$ cat src/rtl/sdcmd_pkg.sv
package sdcmd_pkg;
   localparam int unsigned ADDR_W   = 4;
   localparam int unsigned CMD_LEN  = 48;
   localparam int unsigned SHRT_LEN = 48;
   localparam int unsigned LONG_LEN = 136;
   localparam int unsigned RX_W     = 128;

   localparam logic [ADDR_W-1:0] A_CMD  = 4'd0;
   localparam logic [ADDR_W-1:0] A_ARG  = 4'd1;
   localparam logic [ADDR_W-1:0] A_DIV  = 4'd2;
   localparam logic [ADDR_W-1:0] A_RSP0 = 4'd3;
   localparam logic [ADDR_W-1:0] A_RSP3 = 4'd6;
   localparam logic [ADDR_W-1:0] A_STAT = 4'd7;
   localparam logic [ADDR_W-1:0] A_CFG  = 4'd8;

   localparam int unsigned CB_GO    = 15;
   localparam int unsigned CB_FAIL  = 14;
   localparam int unsigned SB_BUSY  = 10;
   localparam int unsigned SB_NORSP = 6;
   localparam int unsigned SB_CRC   = 4;
   localparam int unsigned GB_IRQEN = 10;
   localparam int unsigned GB_SLOW  = 3;
   localparam int unsigned GB_WIDE  = 2;

   typedef enum logic [2:0] {
      ST_IDLE, ST_SEND, ST_LISTEN, ST_RECV, ST_FINAL, ST_HOLD
   } eng_state_t;

   typedef enum logic [1:0] {
      RK_NONE, RK_SHORT, RK_LONG, RK_SHORT_BUSY
   } rsp_kind_t;

   function automatic rsp_kind_t decode_kind(input logic [2:0] f);
      case (f)
         3'd0:    decode_kind = RK_SHORT;
         3'd1:    decode_kind = RK_LONG;
         3'd4:    decode_kind = RK_SHORT_BUSY;
         default: decode_kind = RK_NONE;
      endcase
   endfunction
endpackage

$ cat src/rtl/sdcmd_crc7.sv
module sdcmd_crc7 #(
   parameter int unsigned LEN = 40
) (
   input  logic [LEN-1:0] bits_i,
   output logic [6:0]     crc_o
);
   if (LEN < 1) begin : g_bad_len
      $error("sdcmd_crc7: LEN must be positive");
   end

   always_comb begin
      logic [6:0] acc;
      logic       fb;
      acc = '0;
      for (int i = LEN - 1; i >= 0; i--) begin
         fb  = bits_i[i] ^ acc[6];
         acc = {acc[5:0], 1'b0};
         if (fb) acc = acc ^ 7'h09;
      end
      crc_o = acc;
   end
endmodule

$ cat src/rtl/sdcmd_clkgen.sv
module sdcmd_clkgen #(
   parameter int unsigned DIV_W = 11
) (
   input  logic             clk,
   input  logic             rst_n,
   input  logic [DIV_W-1:0] div_i,
   output logic             sclk_o,
   output logic             fall_tick_o,
   output logic             rise_tick_o
);
   localparam int unsigned CW = DIV_W + 1;

   logic [CW-1:0] period, half, cnt;

   assign period      = {1'b0, div_i} + CW'(2);
   assign half        = period >> 1;
   assign fall_tick_o = (cnt >= period - CW'(1));
   assign rise_tick_o = !fall_tick_o && (cnt == half - CW'(1));

   always_ff @(posedge clk or negedge rst_n) begin
      if (!rst_n) begin
         cnt    <= '0;
         sclk_o <= 1'b0;
      end else if (fall_tick_o) begin
         cnt    <= '0;
         sclk_o <= 1'b0;
      end else begin
         cnt <= cnt + CW'(1);
         if (rise_tick_o) sclk_o <= 1'b1;
      end
   end
endmodule

$ cat src/rtl/sdcmd_engine.sv
module sdcmd_engine
   import sdcmd_pkg::*;
#(
   parameter int unsigned DIV_W        = 11,
   parameter int unsigned RESP_TIMEOUT = 64
) (
   input  logic              clk,
   input  logic              rst_n,
   input  logic              reg_we,
   input  logic [ADDR_W-1:0] reg_addr,
   input  logic [31:0]       reg_wdata,
   output logic [31:0]       reg_rdata,
   output logic              card_clk,
   output logic              cmd_out,
   output logic              cmd_oe,
   input  logic              cmd_in,
   input  logic              dat0_in,
   output logic              bus_4bit,
   output logic              slow_card,
   output logic              irq
);
   localparam int unsigned TO_W = $clog2(RESP_TIMEOUT);

   if (DIV_W < 1 || DIV_W > 16) begin : g_bad_div
      $error("sdcmd_engine: DIV_W out of range");
   end
   if (RESP_TIMEOUT < 2) begin : g_bad_to
      $error("sdcmd_engine: RESP_TIMEOUT too small");
   end

   logic [5:0]       cmd_idx;
   logic [1:0]       cmd_dir;
   logic [2:0]       rtype;
   logic             start_q, fail_q;
   logic [31:0]      arg_q;
   logic [DIV_W-1:0] div_q;
   logic [3:0][31:0] resp_q;
   logic             stat_busy, stat_norsp, stat_crc;
   logic             cfg_irqen, cfg_slow, cfg_wide;
   eng_state_t       state;
   rsp_kind_t        kind;
   logic [7:0]       bitcnt;
   logic [TO_W-1:0]  tcnt;
   logic [RX_W-1:0]  rx_sr;
   logic             fall_tick, rise_tick;
   logic [6:0]       tx_crc, rx_crc;
   logic [CMD_LEN-1:0] frame;
   logic [5:0]       tx_pos;
   logic [7:0]       rx_last;

   sdcmd_clkgen #(.DIV_W(DIV_W)) u_clk (
      .clk(clk), .rst_n(rst_n), .div_i(div_q),
      .sclk_o(card_clk), .fall_tick_o(fall_tick), .rise_tick_o(rise_tick)
   );

   sdcmd_crc7 #(.LEN(40)) u_crc_tx (.bits_i({2'b01, cmd_idx, arg_q}), .crc_o(tx_crc));
   sdcmd_crc7 #(.LEN(40)) u_crc_rx (.bits_i(rx_sr[47:8]), .crc_o(rx_crc));

   assign frame   = {2'b01, cmd_idx, arg_q, tx_crc, 1'b1};
   assign tx_pos  = 6'(CMD_LEN - 1) - bitcnt[5:0];
   assign rx_last = (kind == RK_LONG) ? 8'(LONG_LEN - 1) : 8'(SHRT_LEN - 1);

   assign bus_4bit  = cfg_wide;
   assign slow_card = cfg_slow;
   assign irq       = stat_busy & cfg_irqen;

   always_ff @(posedge clk or negedge rst_n) begin
      if (!rst_n) begin
         cmd_idx <= '0; cmd_dir <= '0; rtype <= '0;
         start_q <= 1'b0; fail_q <= 1'b0;
         arg_q <= '0; div_q <= '1; resp_q <= '0;
         stat_busy <= 1'b0; stat_norsp <= 1'b0; stat_crc <= 1'b0;
         cfg_irqen <= 1'b0; cfg_slow <= 1'b0; cfg_wide <= 1'b0;
         state <= ST_IDLE; kind <= RK_NONE;
         bitcnt <= '0; tcnt <= '0; rx_sr <= '0;
         cmd_out <= 1'b1; cmd_oe <= 1'b0;
      end else begin
         if (reg_we) begin
            case (reg_addr)
               A_CMD: if (!start_q) begin
                  cmd_idx <= reg_wdata[5:0];
                  cmd_dir <= reg_wdata[7:6];
                  rtype   <= reg_wdata[11:9];
                  fail_q  <= 1'b0;
                  start_q <= reg_wdata[CB_GO];
                  if (reg_wdata[CB_GO]) begin
                     kind   <= decode_kind(reg_wdata[11:9]);
                     bitcnt <= '0;
                     state  <= ST_SEND;
                  end
               end
               A_ARG: if (!start_q) arg_q <= reg_wdata;
               A_DIV: div_q <= reg_wdata[DIV_W-1:0];
               A_STAT: begin
                  if (reg_wdata[SB_BUSY])  stat_busy  <= 1'b0;
                  if (reg_wdata[SB_NORSP]) stat_norsp <= 1'b0;
                  if (reg_wdata[SB_CRC])   stat_crc   <= 1'b0;
               end
               A_CFG: begin
                  cfg_irqen <= reg_wdata[GB_IRQEN];
                  cfg_slow  <= reg_wdata[GB_SLOW];
                  cfg_wide  <= reg_wdata[GB_WIDE];
               end
               default: ;
            endcase
         end

         case (state)
            ST_SEND: if (fall_tick) begin
               if (bitcnt < 8'(CMD_LEN)) begin
                  cmd_oe  <= 1'b1;
                  cmd_out <= frame[tx_pos];
                  bitcnt  <= bitcnt + 8'd1;
               end else begin
                  cmd_oe  <= 1'b0;
                  cmd_out <= 1'b1;
                  tcnt    <= '0;
                  if (kind == RK_NONE) begin
                     start_q <= 1'b0;
                     state   <= ST_IDLE;
                  end else begin
                     state <= ST_LISTEN;
                  end
               end
            end
            ST_LISTEN: if (rise_tick) begin
               if (!cmd_in) begin
                  rx_sr  <= {rx_sr[RX_W-2:0], 1'b0};
                  bitcnt <= 8'd1;
                  state  <= ST_RECV;
               end else if (tcnt == TO_W'(RESP_TIMEOUT - 1)) begin
                  stat_norsp <= 1'b1;
                  fail_q     <= 1'b1;
                  start_q    <= 1'b0;
                  state      <= ST_IDLE;
               end else begin
                  tcnt <= tcnt + TO_W'(1);
               end
            end
            ST_RECV: if (rise_tick) begin
               rx_sr  <= {rx_sr[RX_W-2:0], cmd_in};
               bitcnt <= bitcnt + 8'd1;
               if (bitcnt == rx_last) state <= ST_FINAL;
            end
            ST_FINAL: begin
               if (kind == RK_LONG) begin
                  resp_q  <= rx_sr;
                  start_q <= 1'b0;
                  state   <= ST_IDLE;
               end else begin
                  resp_q[0] <= rx_sr[39:8];
                  if (rx_crc != rx_sr[7:1]) begin
                     stat_crc <= 1'b1;
                     fail_q   <= 1'b1;
                  end
                  if (kind == RK_SHORT_BUSY) begin
                     state <= ST_HOLD;
                  end else begin
                     start_q <= 1'b0;
                     state   <= ST_IDLE;
                  end
               end
            end
            ST_HOLD: if (rise_tick && dat0_in) begin
               stat_busy <= 1'b1;
               start_q   <= 1'b0;
               state     <= ST_IDLE;
            end
            default: ;
         endcase
      end
   end

   always_comb begin
      reg_rdata = '0;
      case (reg_addr)
         A_CMD: begin
            reg_rdata[CB_GO]   = start_q;
            reg_rdata[CB_FAIL] = fail_q;
            reg_rdata[11:9]    = rtype;
            reg_rdata[7:6]     = cmd_dir;
            reg_rdata[5:0]     = cmd_idx;
         end
         A_ARG: reg_rdata = arg_q;
         A_DIV: reg_rdata[DIV_W-1:0] = div_q;
         A_STAT: begin
            reg_rdata[SB_BUSY]  = stat_busy;
            reg_rdata[SB_NORSP] = stat_norsp;
            reg_rdata[SB_CRC]   = stat_crc;
         end
         A_CFG: begin
            reg_rdata[GB_IRQEN] = cfg_irqen;
            reg_rdata[GB_SLOW]  = cfg_slow;
            reg_rdata[GB_WIDE]  = cfg_wide;
         end
         default:
            if (reg_addr >= A_RSP0 && reg_addr <= A_RSP3)
               reg_rdata = resp_q[2'(reg_addr - A_RSP0)];
      endcase
   end
endmodule

$ cat config.mk
export PLATFORM = sky130hd
export DESIGN_NAME = sdcmd_engine
export DESIGN_NICKNAME = d
export VERILOG_FILES = /design/src/rtl/sdcmd_pkg.sv /design/src/rtl/sdcmd_crc7.sv /design/src/rtl/sdcmd_clkgen.sv /design/src/rtl/sdcmd_engine.sv
export SDC_FILE = /design/constraint.sdc
export NUM_CORES = 1
export LEC_CHECK = 0
export CORE_ASPECT_RATIO = 0.75
export CORE_MARGIN = 5
export CORE_UTILIZATION = 40
export DETAILED_ROUTE_END_ITERATION = 8
export DONT_BUFFER_PORTS = 1
export PLACE_DENSITY = 0.58
export SLEW_MARGIN = 30
export SYNTH_ARGS = -nofsm -noshare
export SYNTH_HDL_FRONTEND = slang
export SYNTH_SLANG_ARGS = --single-unit
$ cat constraint.sdc
create_clock -name clk -period 9.7 [get_ports clk]
set_input_delay 1.455 -clock clk [delete_from_list [all_inputs] [get_ports clk]]
set_output_delay 1.455 -clock clk [all_outputs]
set_load 0.005 [all_outputs]
# == After elaboration in Yosys (flattened, before gate mapping) ==
# Cells that the tools add are included.
# op_classes
magnitude_cmp,6
div,0
n_mux,180
mul,0
reduce_logical,23
shifts,0
eq_ne,24
add_sub_neg,8
n_bitwise,154
# op_table
op,count
$mux W128,3
$mux W4,78
$pmux W128 S2,1
$not A2 Y2,76
$mux W32,3
$mux W8,10
$xor A1 B1 Y1,70
$bmux W32 S2,1
$mux W1,43
$mux W3,14
$pmux W16 S2,1
$mux W6,5
$pmux W8 S3,1
$pmux W1 S4,4
$pmux W1 S5,3
$pmux W3 S5,1
$add A11 B2 Y12 const B,1
$add A12 B1 Y12 const B,1
$eq A12 B12 Y1,1
$ge A12 B12 Y1,1
$mux W12,1
$ne A2 B2 Y1 const B,6
$pmux W2 S3,2
$pmux W6 S2,1
other kinds (46),67
# word_totals
register_bits,352
in_bits,41
mem_bits_rw,0
output_inout_bits,38
mem_bits_ro,0
n_memories,0
latch_bits,0

# == Depth between registers and ports, before layout ==
# Gate-level depths: netlist of the first run.
# logic_depth
depth_word,83
depth_mapped,20
mapped_depth_nobuf,17

# == By module ==
# A second synthesis of the first run with hierarchy kept.
# unflattened
hier_cells,1431
area_unflattened_um2,19287.2
# by_module_without_submodules
module,instances,area_per_inst_um2,cells_each,seq_area_each_um2
sdcmd_engine,1,15362.2,1086,8498.2
sdcmd_crc7,2,989.7,60,0.0
sdcmd_clkgen,1,1945.6,225,325.3

# == Least setup slack after synthesis of the first run ==
# No wires, ideal clock.
# synth_timing
kind,input port to output port
startpoint,in reg_addr[0]
endpoint,out reg_rdata[26]
required_ns,8.245
slack_ns,4.386
cell_stages,9
t_arrival_ns,3.859
path_cell_list,clkbuf_1 buf_1 inv_1 ha_1 nor4_1 mux2i_1 nor3_1 clkbuf_1 a22o_1
# synth_between
elab_chain_len,5
# synth_rtl
element,line_no,rtl
from (decl),sdcmd_engine.sv:10,"input logic [ADDR_W-1:0] reg_addr,"
$sub A2 B2 Y2,sdcmd_engine.sv:198,reg_rdata = resp_q[2'(reg_addr - A_RSP0)];
$bmux W32 S2,sdcmd_engine.sv:198,
$mux W32 (implied by the code),sdcmd_engine.sv:198,
$mux W32,sdcmd_engine.sv:197,if (reg_addr >= A_RSP0 && reg_addr <= A_RSP3)
$pmux W16 S2 (*),sdcmd_engine.sv:176,case (reg_addr)
to (decl),sdcmd_engine.sv:12,"output logic [31:0] reg_rdata,"
# Every way passes the cells marked *; elsewhere a longest branch is shown, timed or not. The select of a mux whose other input is x is not followed.

# == Final worst setup path of the first run ==
# layout_timing
startpoint,reg div_q[1]
endpoint,reg rx_sr[125]
# layout_between
elab_chain_len,7
# layout_rtl
element,line_no,rtl
from (decl),sdcmd_engine.sv:36,logic [DIV_W-1:0] div_q;
from (signal assigned),sdcmd_engine.sv:93,A_DIV: div_q <= reg_wdata[DIV_W-1:0];
$add A11 B2 Y12 (*),sdcmd_clkgen.sv:15,"assign period = {1'b0, div_i} + CW'(2);"
$sub A12 B1 Y12,sdcmd_clkgen.sv:17,assign fall_tick_o = (cnt >= period - CW'(1));
$ge A12 B12 Y1,sdcmd_clkgen.sv:17,
$logic_not A1 Y1,sdcmd_clkgen.sv:18,assign rise_tick_o = !fall_tick_o && (cnt == half - CW'(1));
$logic_and A1 B1 Y1 (*),sdcmd_clkgen.sv:18,
$ne A2 B2 Y1 (no source line),-,
$reduce_and A4 Y1 (no source line) (*),-,
to (signal assigned),sdcmd_engine.sv:128,"rx_sr <= {rx_sr[RX_W-2:0], 1'b0};"
to (signal assigned),sdcmd_engine.sv:141,"rx_sr <= {rx_sr[RX_W-2:0], cmd_in};"
to (decl),sdcmd_engine.sv:44,logic [RX_W-1:0] rx_sr;
# Every way passes the cells marked *; elsewhere a longest branch is shown, timed or not.
# A chain may end at the register's enable or synchronous reset.

==> impl_metrics.ini, run 1 <==
[synth]
syn_area_um2 = 18400
synth_commonest_cells = dfrtp_1 (340), mux2_2 (269), nand2_1 (124), xnor2_1 (116), nor2_1 (79)
syn_inst = 1477
ys_ff_latch = 352
async_flop_share = 1.00
synth-xor-area-share = 0.106
synth_area_per_cell_um2 = 12.4
yosysTopAreaCell = dfrtp_1
synth_warnings = 0
yosys-top-cells-area = dfrtp_1 (46%), mux2_2 (16%), xnor2_1 (5.5%)
ys_types = 67
synth_fa_ha_area_frac = 0.0157
synthMuxAreaShare = 0.224
synth.top_cell.area_share = 0.463
synth_top_family_by_area = multiplexers
yosysMostFrequentCell = dfrtp_1
synth_compound_area_frac = 0.0725
synth-edff-count = 0
syn_nets = 1541
yosysSeqAreaShare = 0.480
synth-main-ff-cell = dfrtp_1
synthSimpleGateAreaFrac = 0.0755

[outcome]
status = finished, final reports clean

[sta]
period_needed_ns = 5.70
relSlewSlack = 0.405
final_hold_viol_count = 0
period_share = 0.587
tightest_slew_ns = 0.892
finalSetupViolations = 0
fmax_ghz = 0.176
setup_tns_ns = 0
final.setup_skew_ns = 0.0142
report.final.slew_viol_count = 0
rsz0062_at_grt = no

[drt]
drt_iter0_drc = 857
wl_met1_um = 24200
routed_via_density = 5.63
wl_per_cell_um = 22.6
ant_nets = 0
first_pass_iters = 5
met2_length_um = 18500
drc = 0
drt-total-wl_um = 46800
wl_met3_um = 3120
top_layer = met4
via_count = 11600

[cts]
cts_setup_buffers = 0
cts.sinks = 352
h-tree-depth = 2
clock_latency_ns = 0.54
cts_buffers = 38
cts_tree = done
clk_pin_slew_ns = 0.06
clockBufferDepth = 3
cts_root_buf = clkbuf_16
cts-resized-gates = 0
hold_buffers = 0

[setup_path]
cp_max_fo = 79
r2r_cells = 18
crit_type = reg -> reg
timing.rr.start = div_q[1]
reg2reg_slack_ns = 4.00
crit_path_start = div_q[1]
critPathCapture = rx_sr[125]
startpoint_type = register
required_ns = 10.12
endpoint_kind = register
worstPathArrival_ns = 6.11
rr_endpoint = rx_sr[125]

[global_routing]
grt.overflow.total = 0
antenna_found_initial = 0
grt_max_degree = 353
grt_pass1_wl_um = 73300
grt_pass1_vias = 11700
track_usage = 0.184

[floorplan]
start_util = 0.402
dieArea_um2 = 50400
rows = 68
die_x_um = 258
die_h_um = 196
core_um2 = 45800
io_pins = 79

[cells_and_area]
syn_to_final_growth_pct = 9.56
drive_gt1_frac = 0.279
final_area_um2 = 20100
final_nets = 1508
n_antenna_cell = 0

[place]
numPortBuffers = 0
dpl.hpwl_um = 32500
dpl_cell_area_um2 = 18900
place_congestion = 0.875

[pwr]
leakage_uw = 0.00901
ir_drop_uv = 413
power_density_nw_per_um2 = 289

[hold_path]
holdCritPathClass = reg -> reg

[job]
maxCapViolCount = 0
-- stage by stage --
step	util	cells	setup WS, ns	total power (µW)	hold slack, ns
floorplan	-	1477	4.39	3880	0.444
global placement	0.412	1999	3.92	4340	0.478
detailed placement	0.412	1999	4.13	4340	0.490
CTS	0.440	2068	4.10	5860	0.504
global route	0.440	2068	3.69	6150	0.518
finish	0.440	2068	4.00	5820	0.499
-- report_power, final --
part | switching, µW | internal (µW)
clock network | 604 | 870
logic | 1050 | 1300
registers | 328 | 1680
total | 1980 | 3840
-- worst min-delay path by stage --
| stage | depth (start not counted) | from | to |
|---|---|---|---|
| 2_1_floorplan | 2 | stat_crc | stat_crc |
| 5_1_grt | 1 | resp_q[119] | resp_q[119] |
| 4_1_cts | 1 | resp_q[107] | resp_q[107] |
| 3_5_place_dp | 1 | resp_q[111] | resp_q[111] |
| 3_3_place_gp | 2 | stat_crc | stat_crc |
| 6_report | 1 | resp_q[124] | resp_q[124] |
-- layout make-up --
cell class                 count  area (µm²)
clock buffer                  56        1100
multi-input combinational   1012        9120
inverter                      30         113
fill                        4219       25600
tap                          595         744
clock inverter                13         164
sequential                   352        8820
timing repair buffer          10        78.8
-- registers in the layout (all words and copies together) (netlist names), 2 cells and up --
| name | cells |
|---|---|
| rx_sr | 128 |
| rtype | 3 |
| cmd_dir | 2 |
| state | 3 |
| div_q | 11 |
| resp_q | 128 |
| tcnt | 6 |
| u_clk.cnt | 12 |
| bitcnt | 8 |
| arg_q | 32 |
| cmd_idx | 6 |
| kind | 2 |
-- kinds of logic after synthesis --
kind of cell / Yosys count
AO/OA/AOI/OAI: 181
XOR/XNOR: 177
buffers and inverters: 113
multiplexers: 325
flip-flops: 352
AND/OR/NAND/NOR: 306
adder cells (fa/ha/maj): 23
-- cell usage in the layout, fill, tap and decap left out, types with 21 or more instances in the layout --
| cell | count |
|---|---|
| inv_1 | 30 |
| ha_1 | 23 |
| a31oi_1 | 39 |
| clkbuf_16 | 38 |
| xnor2_1 | 116 |
| xor2_1 | 31 |
| mux4_2 | 42 |
| o21ai_0 | 21 |
| nor2_1 | 78 |
| xnor3_1 | 23 |
| dfrtp_1 | 340 |
| mux2_2 | 269 |
| nand2_1 | 124 |
-- worst max-delay path, cell delays in order, from the launching register on --
cell and delay, ns:
dfstp_2 0.63, ha_1 0.29, nand3_1 0.20, nor2_1 0.35
nor3_1 0.08, a31o_2 0.24, nand2b_1 0.09, xnor2_1 0.13
ha_1 0.27, a21o_1 0.16, a21o_1 0.17, a21o_1 0.23
nor4_1 0.20, o21a_1 0.25, o211ai_1 0.18, nor4_4 0.30
buf_4 0.59, buf_6 0.69, mux2_2 0.41
-- metal layers --
metal	vias to the layer above	track usage
met2	313	0.247
li1	5270	-
met5	-	0
met4	0	0.0409
met3	63	0.0453
met1	6001	0.298
Power figures use the tool's default switching activity.
==> run 2: changes to the inputs <==
- PLACE_DENSITY: 0.58 -> 0.6
- clock period: 9.7 -> 5.2 ns (I/O delays scaled with it)
==> run 2 against run 1 <==
Effect of this change: the run now ends with negative hold slack left; combinational power is 89% higher; critical path depth stayed put; worst hold slack worse by 0.50 ns; sequential power is 90% higher; global-route usage hardly changed; register-to-register slack worse by 3.7 ns; utilization is 0.076 points lower; sequential share of layout area is 0.076 points higher; die area stayed put; critical endpoint is now rx_sr[54]; largest cell class unchanged.
==> impl_metrics.ini, run 2 (synthesized netlist as in run 1, its figures left out) <==
[outcome]
status = finished, violations left
violations = negative hold slack

[cells_and_area]
final_area_um2 = 20100
final_util = 0.439
syn_to_final_growth_pct = 9.36
multiInputGateArea_um2 = 9140
final_common_cell = dfrtp_1
final_cell_mix = dfrtp_1 (340), mux2_2 (269), nand2_1 (124)
drive_gt1_frac = 0.284
final_nets = 1515
fill_cells = 4184
register_area_um2 = 8820
reg_top3 = resp_q (128), rx_sr (128), arg_q (32)
n_antenna_cell = 0

[cts]
cts_setup_buffers = 0
clockBufferDepth = 3
cts.sinks = 352
clk_pin_slew_ns = 0.06
clock_latency_ns = 0.53
cts_tree = done
cts_root_buf = clkbuf_16
h-tree-depth = 2
cts_buffers = 36

[floorplan]
die_h_um = 196
core_um2 = 45800
rows = 68
dieArea_um2 = 50400
start_util = 0.402
io_pins = 79
die_x_um = 258

[global_routing]
grt_pass1_vias = 11700
grt.overflow.total = 0
antenna_found_initial = 0
grt_max_degree = 353
track_usage = 0.184
grt_pass1_wl_um = 73400

[sta]
fmax_ghz = 0.204
hold_ws_ns = -0.00312
report.final.slew_viol_count = 0
tightest_slew_ns = 0.834
final.setup_skew_ns = 0.0209
setup_tns_ns = 0
relSlewSlack = 0.444
rsz0062_at_grt = no
finalSetupViolations = 0
period_share = 0.941
worst_slack_ns = 0.306
final_hold_viol_count = 2
period_needed_ns = 4.89

[drt]
drt-total-wl_um = 47200
ant_nets = 0
first_pass_iters = 5
drc = 0
via_count = 11700
drt_iter0_drc = 1396
routed_via_density = 5.67
wl_per_cell_um = 22.8

[setup_path]
cp_common_cell = a21o_1
startpoint_type = register
cp_num_buf_inv = 2
worstPathArrival_ns = 5.31
cp_max_fo = 37
crit_path_max_incr_delay_ns = 0.65
critical-path-top-delay-family = simple AND/OR/NAND/NOR gates
crit_chain = and3_1, and2_1, nand3_1, a21o_1, nand2b_1, nand2b_1, xnor2_1, ha_1, a21o_1, a21o_1, a21o_1, nor4_1, o21a_1, o211ai_1, nor4_4, buf_12, buf_12, mux2_2
endpoint_kind = register
required_ns = 5.62
critPathSlowestCell = dfstp_2
crit_type = reg -> reg

[hold_path]
holdCritPathClass = in -> async

[job]
maxCapViolCount = 0

[pwr]
power_density_nw_per_um2 = 531
leakage_uw = 0.00900
ir_drop_uv = 1010

[place]
numPortBuffers = 0
dpl.hpwl_um = 33300
post-place-ws_ns = 0.273
place_congestion = 0.934
dpl_cell_area_um2 = 19000
-- run 2: cell type report --
| class | count | area share |
|---|---|---|
| Multi-Input combinational cell | 1012 | 0.455 |
| Sequential cell | 352 | 0.439 |
| Clock buffer | 48 | 0.0490 |
| Tap cell | 595 | 0.0370 |
| Timing Repair Buffer | 19 | 0.0100 |
| Inverter | 30 | 0.00560 |
| Clock inverter | 15 | 0.00492 |
-- run 2: what timing repair did --
action                                  4_1_cts  5_1_grt
endpoints found under the hold margin       340      138
resized for setup                             0        5
endpoints found under the setup margin        0       97
-- run 2: worst paths after layout --
kind | startpoint | end | slack (ns) | cells after the start
max in group asynchronous | rst_n | rx_sr[117] | 4.37 | 1
min in group clk | reg_wdata[10] | kind[1] | 0.34 | 1
setup reg to reg | div_q[1] | rx_sr[54] | 0.31 | 18
hold reg to reg | resp_q[66] | resp_q[66] | 0.50 | 1
hold / removal | rst_n | arg_q[10] | -0.003 | 0
setup / recovery | div_q[1] | rx_sr[54] | 0.31 | 18
-- run 2: where the power goes --
group / leakage, µW / switching, µW / internal (µW)
combinational: 0.00375 / 2010 / 2420
clock: 0.000537 / 1100 / 1340
sequential: 0.00471 / 678 / 3130
-- run 2: per-layer routing --
metal	vias to the layer above	track usage	wire, µm
li1	5273	-	-
met1	6073	0.298	23800
met2	349	0.246	19100
met3	51	0.0477	3500
met4	0	0.0360	758
met5	-	0	0
-- run 2: through the flow --
step | total power [µW] | instances | hold slack, ns
after global routing | 11300 | 2071 | -0.0368
final | 10700 | 2071 | -0.00312
after global placement | 8170 | 2006 | 0.484
after detailed placement | 8180 | 2007 | 0.490
after CTS | 10700 | 2070 | -0.0785
after floorplan | 7240 | 1477 | 0.444
==> run 3: changes to the inputs <==
- SLEW_MARGIN: 30 -> 20
==> run 3 against run 2 <==
Effect of this change: the flow now finishes without violations; clock skew is 0.0072 ns lower; cell area is 0.41% higher; critical endpoint is now rx_sr[52]; largest cell class unchanged; setup slack better by 0.055 ns; wire length is 0.31% higher; sequential share of layout area is 0.18 points lower; global-route usage hardly changed; critical path depth stayed put.
==> impl_metrics.ini, run 3 (synthesized netlist as in run 1, its figures left out) <==
[outcome]
status = finished, final reports clean

[job]
maxCapViolCount = 0

[cells_and_area]
syn_to_final_growth_pct = 9.81
final_nets = 1516
drive_gt1_frac = 0.283
fin_cells = 2072
reg_top3 = resp_q (128), rx_sr (128), arg_q (32)
final_common_cell = dfrtp_1
final_area_um2 = 20200
fill_cells = 4219
n_antenna_cell = 0
final_util = 0.441
final_cell_mix = dfrtp_1 (340), mux2_2 (269), nand2_1 (124)

[place]
numPortBuffers = 0
place_congestion = 0.934
dp_cells = 2006
dpl.hpwl_um = 33400
dpl_cell_area_um2 = 19000

[setup_path]
cp_max_fo = 36
crit_path_start = div_q[1]
critical-path-top-delay-family = simple AND/OR/NAND/NOR gates
cp_common_cell = a21o_1
endpoint_kind = register
worstPathArrival_ns = 5.27
crit_chain = and3_1, and2_1, nand3_1, a21o_1, nand2b_1, nand2b_1, xnor2_1, ha_1, a21o_1, a21o_1, a21o_1, nor4_1, o21a_1, o211ai_1, nor4_4, buf_12, buf_4, mux2_2
critPathSlowestCell = dfstp_2
cp_num_buf_inv = 2
crit_path_max_incr_delay_ns = 0.65
startpoint_type = register
required_ns = 5.63
crit_type = reg -> reg
timing.rr.start = div_q[1]

[drt]
drt_iter0_drc = 1311
routed_via_density = 5.71
ant_nets = 0
drc = 0
drt-total-wl_um = 47300
wl_per_cell_um = 22.8
via_count = 11800
first_pass_iters = 6

[global_routing]
grt_pass1_wl_um = 73200
track_usage = 0.184
grt_pass1_vias = 11600
grt_max_degree = 353
grt.overflow.total = 0
antenna_found_initial = 0

[sta]
final_hold_viol_count = 0
setup_tns_ns = 0
report.final.slew_viol_count = 0
tightest_slew_ns = 1.05
relSlewSlack = 0.303
period_needed_ns = 4.84
final.setup_skew_ns = 0.0138
period_share = 0.931
rsz0062_at_grt = no
finalSetupViolations = 0
fmax_ghz = 0.207

[cts]
h-tree-depth = 2
cts.sinks = 352
cts_tree = done
clock_latency_ns = 0.54
cts_root_buf = clkbuf_16
clockBufferDepth = 3
cts_buffers = 36
cts_setup_buffers = 0
clk_pin_slew_ns = 0.06

[pwr]
ir_drop_uv = 931
totalPowerFinal_uw = 10800
leakage_uw = 0.00904
power_density_nw_per_um2 = 535

[floorplan]
io_pins = 79
start_util = 0.402
die_h_um = 196
die_x_um = 258
rows = 68
core_um2 = 45800
dieArea_um2 = 50400

[hold_path]
holdCritPathClass = in -> async
[run 3: changes by cell type in the layout (fill, tap and decap cells not counted)]
cell        change
buf_16          +2
buf_2           -1
clkbuf_1        +2
clkinv_2        -5
buf_6           -1
inv_16          +1
buf_4           +1
clkinvlp_4      -1
clkbuf_8        +3
[run 3: where the power goes]
group | switching, µW | total (µW) | internal [µW]
clock network | 1090 | 2490 | 1390
registers | 682 | 3810 | 3130
logic | 2080 | 4510 | 2430
[run 3: stage by stage]
stage	setup slack (ns)	hold WS (ns)
floorplan	0.848	0.444
global placement	0.453	0.484
detailed placement	0.289	0.490
CTS	0.282	-0.0786
global route	0.0159	0.0592
finish	0.361	0.0923
[run 3: layout make-up]
class | count | area, µm² | area share
Clock buffer | 53 | 1030 | 0.0513
Sequential cell | 352 | 8820 | 0.437
Timing Repair Buffer | 20 | 248 | 0.0123
Multi-Input combinational cell | 1012 | 9140 | 0.453
Tap cell | 595 | 744 | 0.0369
Inverter | 30 | 113 | 0.00558
Clock inverter | 10 | 86.3 | 0.00428
[run 3: repair_timing]
item                                    in CTS  in global routing
endpoints found under the hold margin      340                 48
resized for setup                            0                  4
endpoints found under the setup margin       0                 97
[run 3: path summary, 6_finish.rpt]
kind | cells after the start | slack (ns) | endpoint
max | 18 | 0.36 | rx_sr[52]
min in group clk | 1 | 0.33 | kind[1]
min reg2reg | 1 | 0.50 | resp_q[66]
max reg2reg | 18 | 0.36 | rx_sr[52]
min | 0 | 0.09 | div_q[9]
max in group asynchronous | 1 | 4.26 | resp_q[12]
[run 3: per-layer routing]
layer | global-route usage | wire [µm]
met5 | 0 | 0
met4 | 0.0387 | 869
met3 | 0.0477 | 3720
met2 | 0.249 | 19400
met1 | 0.296 | 23400
